==> config.mk <==
export PLATFORM = sky130hd
export DESIGN_NAME = tri_weight_pgen
export DESIGN_NICKNAME = d
export VERILOG_FILES = /design/src/rtl/wpg_pkg.sv /design/src/rtl/wpg_lfsr.sv /design/src/rtl/wpg_seq.sv /design/src/rtl/wpg_phase_dec.sv /design/src/rtl/wpg_cell.sv /design/src/rtl/tri_weight_pgen.sv
export SDC_FILE = /design/constraint.sdc
export NUM_CORES = 1
export LEC_CHECK = 0
export ABC_AREA = 1
export BUFFER_PORTS_ARGS = -buffer_cell sky130_fd_sc_hd__buf_2
export CORE_ASPECT_RATIO = 1.5
export CORE_MARGIN = 8
export CORE_UTILIZATION = 59
export DETAILED_ROUTE_END_ITERATION = 8
export PLACE_DENSITY_LB_ADDON = 0.08
export SLEW_MARGIN = 20
export SYNTH_ARGS = -nofsm -noshare
export SYNTH_HDL_FRONTEND = slang
export SYNTH_SLANG_ARGS = --single-unit
==> constraint.sdc <==
create_clock -name clk_i -period 1.9 [get_ports clk_i]
set_clock_uncertainty 0.2 [all_clocks]
set_input_delay 0.19 -clock clk_i [delete_from_list [all_inputs] [get_ports clk_i]]
set_output_delay 0.19 -clock clk_i [all_outputs]
set_load 0.02 [all_outputs]
==> src/rtl/wpg_pkg.sv <==
package wpg_pkg;
  typedef enum logic [1:0] {
    ST_IDLE = 2'd0,
    ST_FILL = 2'd1,
    ST_RUN  = 2'd2,
    ST_DONE = 2'd3
  } wpg_state_e;

  localparam int unsigned LFSR_W_DEF = 16;
  // x^16 + x^14 + x^13 + x^11 + 1, taps on state bits 15,13,12,10
  localparam logic [LFSR_W_DEF-1:0] LFSR_TAPS_DEF = 16'hB400;
endpackage

==> src/rtl/wpg_lfsr.sv <==
module wpg_lfsr #(
  parameter int unsigned W    = 16,
  parameter logic [W-1:0] TAPS = 16'hB400,
  parameter logic [W-1:0] SEED = 16'hACE1
) (
  input  logic clk_i,
  input  logic rst_ni,
  input  logic load_i,
  input  logic step_i,
  output logic bit_o
);
  logic [W-1:0] q;
  logic         fb;

  assign fb    = ^(q & TAPS);
  assign bit_o = fb;

  always_ff @(posedge clk_i or negedge rst_ni) begin
    if (!rst_ni)      q <= SEED;
    else if (load_i)  q <= SEED;
    else if (step_i)  q <= {q[W-2:0], fb};
  end
endmodule

==> src/rtl/wpg_seq.sv <==
module wpg_seq
  import wpg_pkg::*;
#(
  parameter int unsigned N_IN    = 8,
  parameter int unsigned N_PHASE = 3,
  parameter int unsigned PAT_CNT = 1024,
  localparam int unsigned PH_W   = (N_PHASE > 1) ? $clog2(N_PHASE) : 1,
  localparam int unsigned CNT_W  = (PAT_CNT > 1) ? $clog2(PAT_CNT) : 1,
  localparam int unsigned FILL_W = $clog2(N_IN + 1)
) (
  input  logic            clk_i,
  input  logic            rst_ni,
  input  logic            start_i,
  output logic            shift_o,
  output logic            valid_o,
  output logic            done_o,
  output logic [PH_W-1:0] phase_o
);
  localparam logic [FILL_W-1:0] FILL_LAST = FILL_W'(N_IN - 1);
  localparam logic [CNT_W-1:0]  CNT_LAST  = CNT_W'(PAT_CNT - 1);
  localparam logic [PH_W-1:0]   PH_LAST   = PH_W'(N_PHASE - 1);

  wpg_state_e        state_q;
  logic [FILL_W-1:0] fill_q;
  logic [CNT_W-1:0]  cnt_q;
  logic [PH_W-1:0]   phase_q;

  always_ff @(posedge clk_i or negedge rst_ni) begin
    if (!rst_ni) begin
      state_q <= ST_IDLE;
      fill_q  <= '0;
      cnt_q   <= '0;
      phase_q <= '0;
    end else if (start_i) begin
      state_q <= ST_FILL;
      fill_q  <= '0;
      cnt_q   <= '0;
      phase_q <= '0;
    end else begin
      unique case (state_q)
        ST_FILL: begin
          if (fill_q == FILL_LAST) state_q <= ST_RUN;
          else                     fill_q  <= fill_q + 1'b1;
        end
        ST_RUN: begin
          if (cnt_q == CNT_LAST) begin
            cnt_q <= '0;
            if (phase_q == PH_LAST) state_q <= ST_DONE;
            else                    phase_q <= phase_q + 1'b1;
          end else begin
            cnt_q <= cnt_q + 1'b1;
          end
        end
        default: ;
      endcase
    end
  end

  assign shift_o = (state_q == ST_FILL) || (state_q == ST_RUN);
  assign valid_o = (state_q == ST_RUN);
  assign done_o  = (state_q == ST_DONE);
  assign phase_o = phase_q;
endmodule

==> src/rtl/wpg_phase_dec.sv <==
module wpg_phase_dec #(
  parameter int unsigned N_PHASE = 3,
  localparam int unsigned PH_W   = (N_PHASE > 1) ? $clog2(N_PHASE) : 1
) (
  input  logic [PH_W-1:0]    phase_i,
  output logic [N_PHASE-1:0] sel_o
);
  for (genvar p = 0; p < N_PHASE; p++) begin : g_dec
    assign sel_o[p] = (phase_i == PH_W'(p));
  end
endmodule

==> src/rtl/wpg_cell.sv <==
// Three-gate weight cell: set gate, clear gate, 2-input combine.
module wpg_cell #(
  parameter int unsigned N_PHASE = 3,
  parameter logic [N_PHASE-1:0] SET_M = '0,
  parameter logic [N_PHASE-1:0] CLR_M = '0
) (
  input  logic [N_PHASE-1:0] sel_i,
  input  logic               rnd_i,
  output logic               bit_o
);
  logic set_w, clr_w;
  assign set_w = |(sel_i & SET_M);
  assign clr_w = |(sel_i & CLR_M);
  assign bit_o = (rnd_i & ~clr_w) | set_w;
endmodule

==> src/rtl/tri_weight_pgen.sv <==
module tri_weight_pgen
  import wpg_pkg::*;
#(
  parameter int unsigned N_IN    = 8,
  parameter int unsigned N_PHASE = 3,
  parameter int unsigned PAT_CNT = 1024,
  parameter logic [LFSR_W_DEF-1:0] SEED = 16'hACE1,
  parameter logic [N_PHASE-1:0][N_IN-1:0] FORCE_EN  = {8'h3F, 8'h0F, 8'h00},
  parameter logic [N_PHASE-1:0][N_IN-1:0] FORCE_VAL = {8'h26, 8'h09, 8'h00},
  localparam int unsigned PH_W = (N_PHASE > 1) ? $clog2(N_PHASE) : 1
) (
  input  logic            clk_i,
  input  logic            rst_ni,
  input  logic            start_i,
  output logic            valid_o,
  output logic [N_IN-1:0] pat_o,
  output logic [PH_W-1:0] phase_o,
  output logic            done_o
);
  function automatic logic [N_PHASE-1:0] set_col(int idx);
    logic [N_PHASE-1:0] m;
    for (int p = 0; p < N_PHASE; p++) m[p] = FORCE_EN[p][idx] & FORCE_VAL[p][idx];
    return m;
  endfunction

  function automatic logic [N_PHASE-1:0] clr_col(int idx);
    logic [N_PHASE-1:0] m;
    for (int p = 0; p < N_PHASE; p++) m[p] = FORCE_EN[p][idx] & ~FORCE_VAL[p][idx];
    return m;
  endfunction

  logic               shift_w, rnd_w;
  logic [N_PHASE-1:0] sel_w;
  logic [N_IN-1:0]    sr_q;

  wpg_lfsr #(
    .W   (LFSR_W_DEF),
    .TAPS(LFSR_TAPS_DEF),
    .SEED(SEED)
  ) i_lfsr (
    .clk_i (clk_i),
    .rst_ni(rst_ni),
    .load_i(start_i),
    .step_i(shift_w),
    .bit_o (rnd_w)
  );

  wpg_seq #(
    .N_IN   (N_IN),
    .N_PHASE(N_PHASE),
    .PAT_CNT(PAT_CNT)
  ) i_seq (
    .clk_i  (clk_i),
    .rst_ni (rst_ni),
    .start_i(start_i),
    .shift_o(shift_w),
    .valid_o(valid_o),
    .done_o (done_o),
    .phase_o(phase_o)
  );

  wpg_phase_dec #(.N_PHASE(N_PHASE)) i_dec (
    .phase_i(phase_o),
    .sel_o  (sel_w)
  );

  always_ff @(posedge clk_i or negedge rst_ni) begin
    if (!rst_ni)       sr_q <= '0;
    else if (start_i)  sr_q <= '0;
    else if (shift_w)  sr_q <= {sr_q[N_IN-2:0], rnd_w};
  end

  for (genvar i = 0; i < N_IN; i++) begin : g_bit
    localparam logic [N_PHASE-1:0] SET_M = set_col(i);
    localparam logic [N_PHASE-1:0] CLR_M = clr_col(i);
    if ((SET_M | CLR_M) == '0) begin : g_wire
      assign pat_o[i] = sr_q[i];
    end else begin : g_gate
      wpg_cell #(
        .N_PHASE(N_PHASE),
        .SET_M  (SET_M),
        .CLR_M  (CLR_M)
      ) i_cell (
        .sel_i(sel_w),
        .rnd_i(sr_q[i]),
        .bit_o(pat_o[i])
      );
    end
  end
endmodule

==> metrics.txt, run 1 <==
met3 routed wirelength 181 um; uppermost signal routing layer after detailed routing met4; total power divided by cell area 1330 nW/um^2; DRC viols 0; count of buffering cells on the critical path with inverters included 3; port bufs 14; count of nets left with antenna violations after detail routing 0; max-slew violation total from the final report 0; post-DR vias/cell 5.22; nets@finish 278; initial standard-cell utilization of the core 60.4%; max-capacitance violation count 0; Post-Syn Area 2160 sq um; status complete, no violations; Std-Cell Core Area 3580 sq um; relative contribution of the clock network to total power 23.2%; final setup violation count 0; share of the yosys chip area belonging to registers 49.0%; Final Critical Period 1.77 ns; FF-to-FF path depth 9; Synth-to-Final Area Change 9.13%; via count of the first global-routing pass 1681; internal reg-to-reg setup slack 0.20 ns; setup total negative slack 0 ns; reg2reg start i_seq.state_q[0]$_DFFE_PN0P_; end of the worst register-to-register path i_seq.state_q[1]$_DFFE_PN0P_; Switching Fraction 37.1%; Die ar. 5900 sq um; kind of capture point of the worst setup path output port; power share of the sequential group 40.3%; power spent charging and discharging nets 1.17 mW; CTS tree done; Initial DRC Count 61; Clock Sink Count 42; clk_lat worst skew 0.29 ns; leftover overflow at the end of global routing 0; worst ir drop on vdd 853 uV; Post-Synthesis Mean Instance Area 8.56 sq um; final hold violation count 0; type of the setup path with the least slack reg2out; instance area after placement 2240 sq um; Levels on crit path 5; routability congestion estimate 0.837; crit-path max cell delay 0.42 ns; global-route wire length before repair 7180 um; Mapped Cells 253; syn_nets 263; critical path launch point i_seq.phase_o[0]$_DFFE_PN0P_; Final Instance Area 2360 sq um; Req. time, crit path 1.51 ns; kind of start point of the critical path register; cells along the critical path inv_1 -> ha_1 -> inv_1 -> o21ai_0 -> buf_2; portion of the clock cycle consumed by the worst path in the final layout 93.3%; leakage power summed over all cells 1.15 nW; Yosys warnings 0; commonest non-fill, non-tap cell in the layout nand2_1; classification of the worst-slack hold path in2reg; clk root buf clkbuf_8; CP top delay family flip-flops; worst max-slew margin expressed relative to the limit 65.4%; number of buffers added by the clock tree synthesis step 5; maximum fanout encountered on the critical timing path 5; CTS Buffer Depth 2; antenna violations before repair 0; number of H-tree levels 2; CTS clock-pin slew for the worst setup and hold paths 0.07 ns; Worst Max-Slew Pin Slew 0.519 ns; row count 27; total routed wire length on the met1 layer 1650 um; routed length on met2 2250 um; critical path's most frequent cell inv_1; Seq cells post-synth 42; post-synthesis cell type count 30; total iterations of the first detailed-routing run 4; capture point of the critical path pat_o[1]; FMAX 0.564 GHz; share of total power in combinational logic 36.5%; layout cells sized above 1 19.0%; mean routed wirelength per cell 13.4 um; WP data arrival 1.38 ns; most frequent cells in the layout 55 x nand2_1, 41 x inv_1, 34 x dfrtp_1; pin count of the biggest net entering global routing 43; diode count 0; Horiz. Die Dim 65.5 um; drt total wl 4170 um; GR Util All Layers 15.3%; via count 1628; CP max stage cell dfrtp_1; Post-CTS Setup Inserts 0; num ports 15; design internal power 1.98 mW; vertical extent of the die 90.2 um; unrepaired setup endpoints after global routing false; detailed-placement wirelength estimate 3040 um
cell type report:
class                   count  area (sq um)
clock buffers               7          86.3
clock inverters             1          30.0
fillers                   320          1220
inverters                  44           165
multi-input cells         156           856
flip-flops and latches     42          1060
well taps                  43          53.8
repair buffers             19           110
sequential cells by signal (all words and copies together), names as in the netlist:
signal and count:
i_seq.state_q 2, i_seq.fill_q 4, sr_q 8, i_lfsr.q 16, i_seq.cnt_q 10, i_seq.phase_o 2
worst min path at each step:
stage | from | to | slack, ns | cells after the start
floorplan | rst_ni | i_lfsr.q[12]$_DFFE_PN0P_ | -0.31 | 0
CTS | start_i | i_seq.fill_q[3]$_DFFE_PN0P_ | 0.05 | 2
detailed placement | rst_ni | sr_q[3]$_DFFE_PN0P_ | 0.09 | 2
global placement | rst_ni | sr_q[3]$_DFFE_PN0P_ | 0.08 | 2
finish | start_i | i_seq.fill_q[3]$_DFFE_PN0P_ | 0.06 | 2
global route | start_i | i_seq.fill_q[3]$_DFFE_PN0P_ | 0.07 | 2
power groups by stage:
stage | logic (mW) | registers (mW) | clock network [mW]
final | 1.15 | 1.27 | 0.727
after floorplan | 0.869 | 1.26 | 0
after detailed placement | 1.14 | 1.29 | 0
after global routing | 1.30 | 1.29 | 0.772
after CTS | 1.16 | 1.27 | 0.741
after global placement | 1.12 | 1.28 | 0
metal layers:
metal  vias up  global-route usage (%)
li1        821                       -
met1       778                    15.5
met2        22                    26.5
met3         7                    4.97
met4         0                    8.41
met5         -                       0
kinds of logic (layout without fill, tap and decap cells):
kind of cell             count (synthesis)  count (layout)  synth area share, %
AO/OA/AOI/OAI                           40              40                 10.6
XOR/XNOR                                 9               9                 3.64
adder cells (fa/ha/maj)                  7               7                 4.05
buffers and inverters                   55              71                 11.4
flip-flops                              42              42                 49.0
AND/OR/NAND/NOR                        100             100                 21.3
synth_stat cells:
cell type / count / area, sq um
nand3_2: 1 / 10.0
buf_4: 6 / 45.0
nand2_1: 55 / 206
dfstp_2: 8 / 210
buf_6: 2 / 22.5
a22oi_1: 1 / 7.51
dfrtp_1: 34 / 851
o21ai_2: 1 / 8.76
o21ai_1: 1 / 5.00
o31ai_1: 1 / 7.51
inv_2: 3 / 11.3
xor2_1: 4 / 35.0
nor3b_1: 1 / 7.51
o22ai_1: 14 / 87.6
inv_1: 41 / 154
nor2_2: 7 / 43.8
nand2_2: 2 / 12.5
buf_2: 3 / 15.0
xnor2_1: 5 / 43.8
o21bai_1: 1 / 7.51
ha_1: 7 / 87.6
nor3_1: 1 / 5.00
nor3_2: 1 / 10.0
nand4_1: 2 / 12.5
nand3_1: 14 / 70.1
nand2_4: 1 / 11.3
nor2_4: 2 / 22.5
o21ai_0: 15 / 75.1
nor2_1: 13 / 48.8
a21oi_1: 6 / 30.0
per-stage QoR:
| stage | utilization, % | std cells | total power, mW | worst slack, ns | hold slack (ns) |
|---|---|---|---|---|---|
| floorplan | - | 253 | 2.13 | 0.230 | -0.306 |
| global placement | 62.4 | 303 | 2.40 | 0.262 | 0.0831 |
| detailed placement | 62.4 | 303 | 2.43 | 0.137 | 0.0876 |
| CTS | 66.0 | 312 | 3.17 | 0.118 | 0.0490 |
| global route | 66.0 | 312 | 3.36 | 0.0132 | 0.0690 |
| finish | 66.0 | 312 | 3.14 | 0.128 | 0.0569 |
timing repair:
| item | 4_1_cts | 5_1_grt |
|---|---|---|
| resized for setup | 0 | 1 |
| endpoints found under the hold margin | 34 | 0 |
| hold buffers | 1 | 0 |
| endpoints found under the setup margin | 0 | 1 |
(Power assumes the default switching activity.)
==> inputs of run 2 (changes only) <==
==> constraint.sdc (replaced) <==
create_clock -name clk_i -period 1.9 [get_ports clk_i]
set_clock_uncertainty 0.2 [all_clocks]
set_input_delay 0.38 -clock clk_i [delete_from_list [all_inputs] [get_ports clk_i]]
set_output_delay 0.38 -clock clk_i [all_outputs]
set_load 0.02 [all_outputs]
==> run 2 against run 1 <==
  * Routed wire length rose by 0.41%
  * Largest cell class unchanged
  * Count of clock-buffer cells in the layout is 1 lower
  * Die area unchanged
  * Setup slack worse by 0.080 ns
  * Non-clock buffer count up 4
  * Final cell count is 1.3% higher
  * Sequential power about the same
  * Hold slack improved by 0.090 ns
  * Register-to-register slack barely moved
  * Via count down 1.5%
  * Critical path type unchanged
  * Critical path depth unchanged
  * Core utilization grew 1.9 points
==> metrics.txt, run 2 (same netlist as run 1, synthesis figures left out) <==
via count of the first global-routing pass 1660 (was 1681); clk root buf clkbuf_8 (unchanged); global-route wire length before repair 7350 um (was 7180 um); commonest non-fill, non-tap cell in the layout nand2_1 (unchanged); pin count of the biggest net entering global routing 25 (was 43); count of buffering cells on the critical path with inverters included 3 (unchanged); CTS tree done (unchanged); detailed-placement wirelength estimate 3090 um (was 3040 um); DRC viols 0 (unchanged); most frequent cells in the layout 55 x nand2_1, 37 x inv_1, 34 x dfrtp_1, 14 x o22ai_1, 14 x nand3_1 (was 55 x nand2_1, 41 x inv_1, 34 x dfrtp_1); leftover overflow at the end of global routing 0 (unchanged); status complete, no violations (unchanged); Std-Cell Core Area 3580 sq um (unchanged); kind of capture point of the worst setup path output port (unchanged); total instance count after detailed placement 304 (was 303); routability congestion estimate 0.810 (was 0.837); max-capacitance violation count 0 (unchanged); worst max-slew margin expressed relative to the limit 71.3% (was 65.4%); Req. time, crit path 1.32 ns (was 1.51 ns); num ports 15 (unchanged); port bufs 14 (unchanged); nets@finish 282 (was 278); drt total wl 4190 um (was 4170 um); register with the highest flop count i_lfsr.q (unchanged); count of nets left with antenna violations after detail routing 0 (unchanged); total iterations of the first detailed-routing run 4 (unchanged); Top Registers i_lfsr.q (16), i_seq.cnt_q (10), sr_q (8) (unchanged); CP top delay family flip-flops (unchanged); final hold violation count 0 (unchanged); GR Util All Layers 15.7% (was 15.3%); CP max stage cell dfrtp_1 (unchanged); mean routed wirelength per cell 13.3 um (was 13.4 um); WP data arrival 1.27 ns (was 1.38 ns); final setup violation count 0 (unchanged); crit-path max cell delay 0.42 ns (about the same); initial standard-cell utilization of the core 60.4% (unchanged); final hold slack 0.146 ns (was 0.0569 ns); classification of the worst-slack hold path in2reg (unchanged); unrepaired setup endpoints after global routing true (was false); row count 27 (unchanged); flip-flop count of the largest register, all copies and words added 16 (unchanged); setup total negative slack 0 ns (unchanged); number of buffers added by the clock tree synthesis step 5 (unchanged); post-DR vias/cell 5.08 (was 5.22); Initial DRC Count 64 (was 61); maximum fanout encountered on the critical timing path 3 (was 5); leakage power summed over all cells 1.18 nW (was 1.15 nW); worst ir drop on vdd 919 uV (was 853 uV); Die ar. 5900 sq um (unchanged); FMAX 0.540 GHz (was 0.564 GHz); antenna violations before repair 0 (unchanged); clk_lat worst skew 0.30 ns (was 0.29 ns); instance area after placement 2260 sq um (was 2240 sq um); Final Critical Period 1.85 ns (was 1.77 ns); Finished Layout Cells 316 (was 312); max-slew violation total from the final report 0 (unchanged); number of H-tree levels 2 (unchanged); portion of the clock cycle consumed by the worst path in the final layout 97.5% (was 93.3%); type of the setup path with the least slack reg2out (unchanged); overall power after layout 2.98 mW (was 3.14 mW); Final Instance Area 2430 sq um (was 2360 sq um); Synth-to-Final Area Change 12.3% (was 9.13%); total power divided by cell area 1230 nW/um^2 (was 1330 nW/um^2); CTS clock-pin slew for the worst setup and hold paths 0.08 ns (was 0.07 ns); kind of start point of the critical path register (unchanged); cells along the critical path buf_6 -> ha_4 -> inv_2 -> o21ai_1 -> buf_4 (was inv_1 -> ha_1 -> inv_1 -> o21ai_0 -> buf_2); Clock Sink Count 42 (unchanged); layout cells sized above 1 23.8% (was 19.0%); CTS Buffer Depth 2 (unchanged); diode count 0 (unchanged); Worst Max-Slew Pin Slew 0.431 ns (was 0.519 ns); via count 1604 (was 1628); vertical extent of the die 90.2 um (unchanged); Horiz. Die Dim 65.5 um (unchanged)
## run 2: timing repair
action,4_1_cts,5_1_grt
cloned,0,0
setup endpoints to repair,6,8
buffers inserted,2,1
resized for setup,9,14
pin swaps,1,2
endpoints found under the hold margin,12,0
hold buffers,1,0
## run 2: final timing paths
kind	from	to	slack [ns]	cells after the start
max	i_seq.phase_o[0]$_DFFE_PN0P_	pat_o[0]	0.05	5
min	start_i	i_seq.fill_q[3]$_DFFE_PN0P_	0.15	2
max reg2reg	i_seq.state_q[0]$_DFFE_PN0P_	i_lfsr.q[11]$_DFFE_PN1P_	0.21	6
min reg2reg	i_lfsr.q[6]$_DFFE_PN1P_	i_lfsr.q[7]$_DFFE_PN1P_	0.28	2
max in group asynchronous	rst_ni	i_lfsr.q[6]$_DFFE_PN1P_	0.60	3
min in group asynchronous	rst_ni	sr_q[3]$_DFFE_PN0P_	0.34	2
## run 2: where the power goes
part	switching, mW	total (mW)	internal [mW]
Sequential	0.129	1.27	1.14
Combinational	0.736	1.16	0.426
Clock	0.298	0.553	0.255
## run 2: metrics by stage
step	util (%)	setup slack [ns]
finish	67.9	0.0474
global route	67.9	-0.0128
CTS	66.4	-0.000195
detailed placement	63.0	0.184
global placement	63.0	0.235
floorplan	-	0.225
## run 2: per-layer routing
metal  routed length (um)  GRT usage [%]
met5                    0              0
met4                  115           8.59
met3                  167           4.84
met2                 2150           26.6
met1                 1750           16.5
## run 2: final cells by class
cell class | count | area [sq um]
fill | 289 | 1150
sequential | 42 | 1060
multi-input combinational | 156 | 895
timing repair buffer | 23 | 173
inverter | 44 | 165
clock buffer | 6 | 72.6
tap | 43 | 53.8
clock inverter | 2 | 10.0
